## src/rtl/thr_pkg.sv

```systemverilog
package thr_pkg;
    localparam int unsigned DW = 12;

    typedef enum logic [1:0] {
        RNG_IN    = 2'd0,
        RNG_BELOW = 2'd1,
        RNG_ABOVE = 2'd2
    } range_e;

    typedef enum logic [1:0] {
        XING_NONE = 2'd0,
        XING_DOWN = 2'd2,
        XING_UP   = 2'd3
    } xing_e;

    typedef enum logic [1:0] {
        MODE_OFF     = 2'd0,
        MODE_OUTSIDE = 2'd1,
        MODE_XING    = 2'd2
    } irq_mode_e;

    localparam logic [2:0] SEL_P0_LO = 3'd0;
    localparam logic [2:0] SEL_P0_HI = 3'd1;
    localparam logic [2:0] SEL_P1_LO = 3'd2;
    localparam logic [2:0] SEL_P1_HI = 3'd3;
    localparam logic [2:0] SEL_PAIR  = 3'd4;
    localparam logic [2:0] SEL_MODE  = 3'd5;

    localparam int unsigned MODE_LSB = 3;
    localparam int unsigned AGG_BIT  = 30;
endpackage

```

## src/rtl/thr_cfg_regs.sv

```systemverilog
module thr_cfg_regs #(
    parameter int unsigned NCH = 12,
    parameter int unsigned DW  = 12
) (
    input  logic             clk,
    input  logic             rst_n,
    input  logic             we,
    input  logic [2:0]       sel,
    input  logic [31:0]      wdata,
    output logic [DW-1:0]    lo0,
    output logic [DW-1:0]    hi0,
    output logic [DW-1:0]    lo1,
    output logic [DW-1:0]    hi1,
    output logic [NCH-1:0]   pair_sel,
    output logic [2*NCH-1:0] modes
);
    import thr_pkg::*;

    typedef struct packed {
        logic [DW-1:0]    lo0;
        logic [DW-1:0]    hi0;
        logic [DW-1:0]    lo1;
        logic [DW-1:0]    hi1;
        logic [NCH-1:0]   psel;
        logic [2*NCH-1:0] mode;
    } cfg_t;

    cfg_t cfg_d, cfg_q;

    always_comb begin
        cfg_d = cfg_q;
        if (we) begin
            case (sel)
                SEL_P0_LO: cfg_d.lo0  = wdata[DW-1:0];
                SEL_P0_HI: cfg_d.hi0  = wdata[DW-1:0];
                SEL_P1_LO: cfg_d.lo1  = wdata[DW-1:0];
                SEL_P1_HI: cfg_d.hi1  = wdata[DW-1:0];
                SEL_PAIR:  cfg_d.psel = wdata[NCH-1:0];
                SEL_MODE:  cfg_d.mode = wdata[MODE_LSB +: 2*NCH];
                default: ;
            endcase
        end
    end

    always_ff @(posedge clk or negedge rst_n) begin
        if (!rst_n) begin
            cfg_q.lo0  <= '0;
            cfg_q.hi0  <= '1;
            cfg_q.lo1  <= '0;
            cfg_q.hi1  <= '1;
            cfg_q.psel <= '0;
            cfg_q.mode <= '0;
        end else begin
            cfg_q <= cfg_d;
        end
    end

    assign lo0      = cfg_q.lo0;
    assign hi0      = cfg_q.hi0;
    assign lo1      = cfg_q.lo1;
    assign hi1      = cfg_q.hi1;
    assign pair_sel = cfg_q.psel;
    assign modes    = cfg_q.mode;
endmodule

```

## src/rtl/thr_classify.sv

```systemverilog
module thr_classify #(
    parameter int unsigned DW = 12
) (
    input  logic [DW-1:0] value,
    input  logic [DW-1:0] lo,
    input  logic [DW-1:0] hi,
    input  logic          have_prev,
    input  logic          prev_below,
    output logic [1:0]    range_code,
    output logic [1:0]    xing_code,
    output logic          now_below
);
    import thr_pkg::*;

    always_comb begin
        now_below = (value < lo);
        if (now_below)
            range_code = RNG_BELOW;
        else if (value > hi)
            range_code = RNG_ABOVE;
        else
            range_code = RNG_IN;

        xing_code = XING_NONE;
        if (have_prev && (prev_below != now_below))
            xing_code = now_below ? XING_DOWN : XING_UP;
    end
endmodule

```

## src/rtl/thr_window_detector.sv

```systemverilog
module thr_window_detector #(
    parameter int unsigned NCH = 12,
    parameter int unsigned DW  = 12,
    parameter int unsigned CHW = $clog2(NCH)
) (
    input  logic           clk,
    input  logic           rst_n,
    input  logic           res_valid,
    input  logic [CHW-1:0] res_ch,
    input  logic [DW-1:0]  res_val,
    input  logic           cfg_we,
    input  logic [2:0]     cfg_sel,
    input  logic [31:0]    cfg_wdata,
    input  logic           clr_we,
    input  logic [31:0]    clr_mask,
    output logic           stat_valid,
    output logic [CHW-1:0] stat_ch,
    output logic [1:0]     stat_range,
    output logic [1:0]     stat_cross,
    output logic [31:0]    flag_word,
    output logic           thr_irq
);
    import thr_pkg::*;

    logic [DW-1:0]    lo0, hi0, lo1, hi1;
    logic [NCH-1:0]   pair_sel;
    logic [2*NCH-1:0] modes;

    thr_cfg_regs #(.NCH(NCH), .DW(DW)) u_cfg (
        .clk(clk), .rst_n(rst_n), .we(cfg_we), .sel(cfg_sel), .wdata(cfg_wdata),
        .lo0(lo0), .hi0(hi0), .lo1(lo1), .hi1(hi1),
        .pair_sel(pair_sel), .modes(modes)
    );

    typedef struct packed {
        logic           sv;
        logic [CHW-1:0] ch;
        logic [1:0]     rng;
        logic [1:0]     xg;
        logic [NCH-1:0] flags;
        logic [NCH-1:0] have_prev;
        logic [NCH-1:0] prev_below;
        logic           irq;
    } st_t;

    st_t st_d, st_q;

    logic           ch_ok;
    logic [CHW-1:0] idx;
    logic [DW-1:0]  sel_lo, sel_hi;
    logic [1:0]     rng_c, xg_c, mode_c;
    logic           below_c;

    assign ch_ok  = ({1'b0, res_ch} < (CHW+1)'(NCH));
    assign idx    = ch_ok ? res_ch : '0;
    assign sel_lo = pair_sel[idx] ? lo1 : lo0;
    assign sel_hi = pair_sel[idx] ? hi1 : hi0;
    assign mode_c = modes[2*int'(idx) +: 2];

    thr_classify #(.DW(DW)) u_cls (
        .value(res_val), .lo(sel_lo), .hi(sel_hi),
        .have_prev(st_q.have_prev[idx]), .prev_below(st_q.prev_below[idx]),
        .range_code(rng_c), .xing_code(xg_c), .now_below(below_c)
    );

    always_comb begin
        logic [NCH-1:0] set_v;
        st_d    = st_q;
        set_v   = '0;
        st_d.sv = 1'b0;
        if (res_valid && ch_ok) begin
            st_d.sv               = 1'b1;
            st_d.ch               = res_ch;
            st_d.rng              = rng_c;
            st_d.xg               = xg_c;
            st_d.have_prev[idx]   = 1'b1;
            st_d.prev_below[idx]  = below_c;
            case (mode_c)
                MODE_OUTSIDE: set_v[idx] = (rng_c != RNG_IN);
                MODE_XING:    set_v[idx] = (xg_c != XING_NONE);
                default:      set_v[idx] = 1'b0;
            endcase
        end
        if (clr_we)
            st_d.flags = st_d.flags & ~clr_mask[NCH-1:0];
        st_d.flags = st_d.flags | set_v;
        st_d.irq   = |st_d.flags;
    end

    always_ff @(posedge clk or negedge rst_n) begin
        if (!rst_n) begin
            st_q <= '0;
        end else begin
            st_q <= st_d;
        end
    end

    always_comb begin
        flag_word            = '0;
        flag_word[NCH-1:0]   = st_q.flags;
        flag_word[AGG_BIT]   = st_q.irq;
    end

    assign stat_valid = st_q.sv;
    assign stat_ch    = st_q.ch;
    assign stat_range = st_q.rng;
    assign stat_cross = st_q.xg;
    assign thr_irq    = st_q.irq;
endmodule

```

## config.mk

```make
export PLATFORM = sky130hd
export DESIGN_NAME = thr_window_detector
export DESIGN_NICKNAME = d
export VERILOG_FILES = /design/src/rtl/thr_pkg.sv /design/src/rtl/thr_cfg_regs.sv /design/src/rtl/thr_classify.sv /design/src/rtl/thr_window_detector.sv
export SDC_FILE = /design/constraint.sdc
export NUM_CORES = 1
export LEC_CHECK = 0
export BUFFER_PORTS_ARGS = -buffer_cell sky130_fd_sc_hd__buf_2
export CAP_MARGIN = 20
export CORE_AREA = 2 2 110 112
export CTS_BUF_LIST = sky130_fd_sc_hd__clkbuf_8
export CTS_CLUSTER_SIZE = 10
export DETAILED_ROUTE_END_ITERATION = 6
export DIE_AREA = 0 0 112 114
export HOLD_SLACK_MARGIN = 0.08
export PLACE_DENSITY_LB_ADDON = 0.12
export SYNTH_ARGS = -nofsm -noshare
export SYNTH_HDL_FRONTEND = slang
export SYNTH_SLANG_ARGS = --single-unit
export TNS_END_PERCENT = 5
```

## constraint.sdc

```tcl
create_clock -name clk -period 8.9 [get_ports clk]
set_input_delay 0.445 -clock clk [delete_from_list [all_inputs] [get_ports clk]]
set_output_delay 0.445 -clock clk [all_outputs]
set_load 0.02 [all_outputs]
```

; ---- Yosys cells after proc, flatten, opt, wreduce, memory -nomap -nowiden
; Index checks and enable logic that the tools add are counted.
[totals]
word_cells = 67
in_bits = 88
output_inout_bits = 42
regBits = 130
[classes]
n_eq_ne = 8
n_reduce_logical = 13
shift = 1
bitwise = 6
magnitude_cmp = 5
n_mux = 20
[op_table]
columns = op, n
row1 = 12-bit two-way mux, 4
row2 = 12-bit bitwise AND, 3
row3 = 12-bit bitwise OR, 2
row4 = 12-bit case mux with 2 select lines, 1
row5 = 24-bit by 6-bit indexed part select with 2-bit output, 1
row6 = 1-bit binary-select mux with 4-bit select, 3
row7 = 12-bit bitwise mux, 1
row8 = 12-bit greater-than comparator, 1
row9 = 12-bit less-than comparator, 1
row10 = 12-bit inverter, 1
row11 = 2-bit AND reduction, 6
row12 = 12-bit OR reduction, 1
row13 = 9-bit two-way mux, 1
row14 = 3-bit by 2-bit == test with 1-bit output (second input constant), 2
row15 = 3-bit == test (second input constant), 2
row16 = 2-bit two-way mux, 3
row17 = 4-bit by 5-bit less-than comparator with 1-bit output (second input constant), 1
row18 = 1-bit two-way mux, 5
row19 = 1-bit demux with 4-bit select, 1
row20 = 4-bit by 1-bit >= comparator with 1-bit output (second input constant), 1
row21 = 4-bit less-than comparator (second input constant), 1
row22 = 4-bit two-way mux, 1
row23 = 2-bit nonzero test, 2
row24 = 3-bit by 1-bit == test with 1-bit output (second input constant), 1
row25 = other kinds (5), 7

; ---- Longest topological paths before layout
[depth]
ltp_word = 15
ltp_mapped = 17
depth_no_buf = 15

; ---- Cells and area by module
; From an unflattened synthesis, not the netlist that was laid out.
[unflattened]
cells_unflattened = 696
hier_area_um2 = 7930.1
[by_module_without_submodules]
columns = module, cells_per_inst, area_each_um2, instances, seq_area_each_um2
row1 = thr_window_detector, 431, 3948.8, 1, 1151.1
row2 = thr_cfg_regs, 181, 3370.7, 1, 2132.0
row3 = thr_classify, 84, 610.6, 1, 0.0

; ---- Worst setup path after synthesis
; No wires, ideal clock.
[synth_timing]
path_type = input port to flip-flop
from = input port res_ch[2]
to = register st_q, in the netlist flag_word[4]
n_path_buf = 3
arrival_ns = 3.968
setup_time_ns = 0.140
slack_ns = 4.792
required_ns = 8.760
cell_stages = 16
cell_sequence = ha_1 -> clkbuf_1 -> o32ai_1 -> o22ai_1 -> nor2_1 -> buf_2 -> mux2i_1 -> ha_1 -> and3_1 -> a41o_1 -> a21oi_1 -> o21ai_0 -> a41o_1 -> a2111oi_4 -> buf_6 -> o31ai_2
[synth_rtl]
columns = element, line_no
row1 = from (decl), thr_window_detector.sv:9  ; input logic [CHW-1:0] res_ch,
row2 = to (signal assigned), thr_window_detector.sv:94  ; st_q <= st_d;
row3 = to (decl), thr_window_detector.sv:46  ; st_t st_d, st_q;

==> out/metrics.yaml <==
clocking:
  postCtsHoldBufs: 0
  cts_buffer_depth: 2
  ctsResizeCount: 0
  cts_tree: "built"
  htree_num_levels: 4
  clkSinkCount: 130
  clock_latency_ps: 460
  clk_pin_slew_ps: 70
  cts_buffers: 17
  cts_setup_buffers: 0
  clk_root_buffer_cell: "clkbuf_8"
global_route:
  grt_usage: 0.2485
  overflow: 0
  antenna_found_initial: 0
  grt_max_degree: 70
  grt_pass1_wl_mm: 24.76
  grt_pass1_vias: 5011
critical_path:
  arrival_ps: 5250
  path_max_fanout: 23
  crit_slowest_cell: "a2111oi_4"
  critPathTopFamily: "compound AO/OA/AOI/OAI gates"
  critical_path.cell_chain: "buf_2 > ha_1 > o21ba_2 > o21ai_0 > nor2_1 > nor2_2 > buf_4 > mux2i_1 > ha_1 > and3_1 > a41o_1 > a21oi_1 > o21ai_0 > a41o_1 > a2111oi_4 > o31ai_1"
  cp_data_required_time_ps: 9190
  slowest_delay_ps: 950
  critPathLaunchType: "primary input"
  crit_type: "primary input to flop"
  path_buf_inv: 2
  endpoint_kind: "flop"
final_layout:
  final_nets: 789
  register_area_um2: 3283
  syn_to_final_growth_pct: 10.55
  multi_input_comb_area_um2: 3341
  layout-drive-gt1-share: 0.4032
  fillers: 931
  antenna_cells: 0
  final_cell_mix: "106 x dfrtp_1, 103 x mux2_2, 84 x buf_2"
  final_common_cell: "dfrtp_1"
  fin_area_um2: 7785
  fin_cells: 834
timing:
  finalMaxSlewViolations: 0
  rsz0062_at_grt: "false"
  fmax_mhz: 201.5
  period_minus_slack_ps: 4963
  finalCritPeriodShare: 0.5576
  setup_viol: 0
  fin_hold_ws_ps: 37.09
  slew_headroom: 0.2524
  fin_skew_ps: 8.329
  hold_violations: 0
  tns_ps: 0
  tightest_slew_ps: 1121
route:
  routed-via-count: 4847
  top_layer: "met4"
  finalWirelength_mm: 15.20
  postRouteAntennaNets: 0
  wl_met1_mm: 6.573
  drt_iter0_drc: 180
  met2WireLength_mm: 7.608
  drt-pass1-iter-count: 5
  met3_length_um: 683
  avgViaCountPerCell: 5.812
  routedWlPerCell_um: 18.22
  drc: 0
synthesis:
  ys.flop_type: "dfrtp_1"
  synthArstFlopShare: 1.000
  syn-cell-area_um2: 7042
  synth_seq_cells: 130
  synthCells: 609
  post_synth_num_cell_types: 62
  synth_edf_count: 0
  yosysWarnings: 0
  seq_area_frac_synth: 0.4662
  syn_area_per_cell_um2: 11.56
pwr:
  power.density_nw_per_um2: 239.4
  p_leak_nw: 3.551
  p_total_mw: 1.863
  peakVddDrop_uv: 153.9
floorplanning:
  die_h_um: 114
  start_util: 0.6013
  num_rows: 40
  ios: 130
  die-width_um: 112
  die_area_um2: 12770
  fp.coreArea_um2: 11710
placement:
  dpl.hpwl_mm: 10.75
  gp_congestion: 0.8475
  dpl.cell_count: 802
  post_dp_cell_area_um2: 7348
  portBuffers: 85
flow_run:
  maxCapViolCount: 0
run_status:
  status: "complete, no violations"
min_path:
  hp-class: "primary input to async pin"
worst paths after layout:
check,slack [ps],start,endpoint,cells after the start
max in group asynchronous,7510,rst_n,u_cfg.lo0[5],2
worst max-delay path,3940,res_ch[2],thr_irq,16
worst max register to register,4340,u_cfg.pair_sel[10],thr_irq,14
min in group clk,220,cfg_wdata[13],u_cfg.modes[10],2
worst min-delay path,40,rst_n,u_cfg.modes[22],1
worst min register to register,460,st_q[15],st_q[15],1
layout make-up:
cell class | instances | area share
Clock buffer | 20 | 0.03536
Tap cell | 147 | 0.02363
Clock inverter | 12 | 0.02073
Inverter | 16 | 0.007715
Multi-Input combinational cell | 417 | 0.4291
Sequential cell | 130 | 0.4217
Timing Repair Buffer | 92 | 0.06172
registers in the layout (all words and copies together), names as in the netlist, 4 cells and up:
register	cells
u_cfg.modes	24
u_cfg.hi0	12
st_q	24
stat_ch	4
u_cfg.hi1	12
u_cfg.pair_sel	12
u_cfg.lo0	12
u_cfg.lo1	12
flag_word	12
report_power, final:
part / total [mW] / internal, mW / switching (mW)
combinational: 0.500 / 0.232 / 0.268
sequential: 0.813 / 0.743 / 0.0699
clock: 0.551 / 0.323 / 0.228
total: 1.86 / 1.30 / 0.565
cells by family after synthesis:
| logic type | Yosys count | synth area share |
|---|---|---|
| adders and majority gates | 27 | 0.04797 |
| AOI/OAI and AO/OA | 99 | 0.1070 |
| xor gates and xnor gates | 1 | 0.001244 |
| other | 1 | 0.0005325 |
| buffers and inverters | 80 | 0.06930 |
| and+or+nand+nor | 138 | 0.09773 |
| DFF | 130 | 0.4662 |
| muxes | 133 | 0.2100 |
through the flow:
step	worst slack [ps]	util
CTS	3986	0.6647
global route	3662	0.6647
detailed placement	3514	0.6275
finish	3937	0.6647
global placement	3572	0.6275
floorplan	4792	-
metal layers:
layer	up-vias	track usage
met5	-	0
met4	0	0.09350
met3	27	0.06004
met2	137	0.4295
met1	2424	0.3048
li1	2259	-
cell usage after synthesis, drive strengths merged, types with 3 or more instances:
cell type  count  area share
buf           50       0.053
inv           15      0.0080
o21ai         24       0.019
a21o           3      0.0043
nand2         57       0.030
a21oi         22       0.016
o32ai          4      0.0050
ha            27       0.048
nor3b          4      0.0043
nand4b         3      0.0037
mux2i         24       0.034
o211ai         5      0.0053
dfrtp        106        0.38
nand4          5      0.0044
nor2          16      0.0085
nor2b          4      0.0036
nand3          9      0.0064
dfstp         24       0.090
o22ai          6      0.0053
nor3           4      0.0028
nand2b        17       0.015
or2            6      0.0053
a22oi          4      0.0043
or3            5      0.0044
mux2         109        0.18
o31ai         10       0.015
clkbuf        14      0.0075
Note: power is estimated with default switching activity, not from simulation.
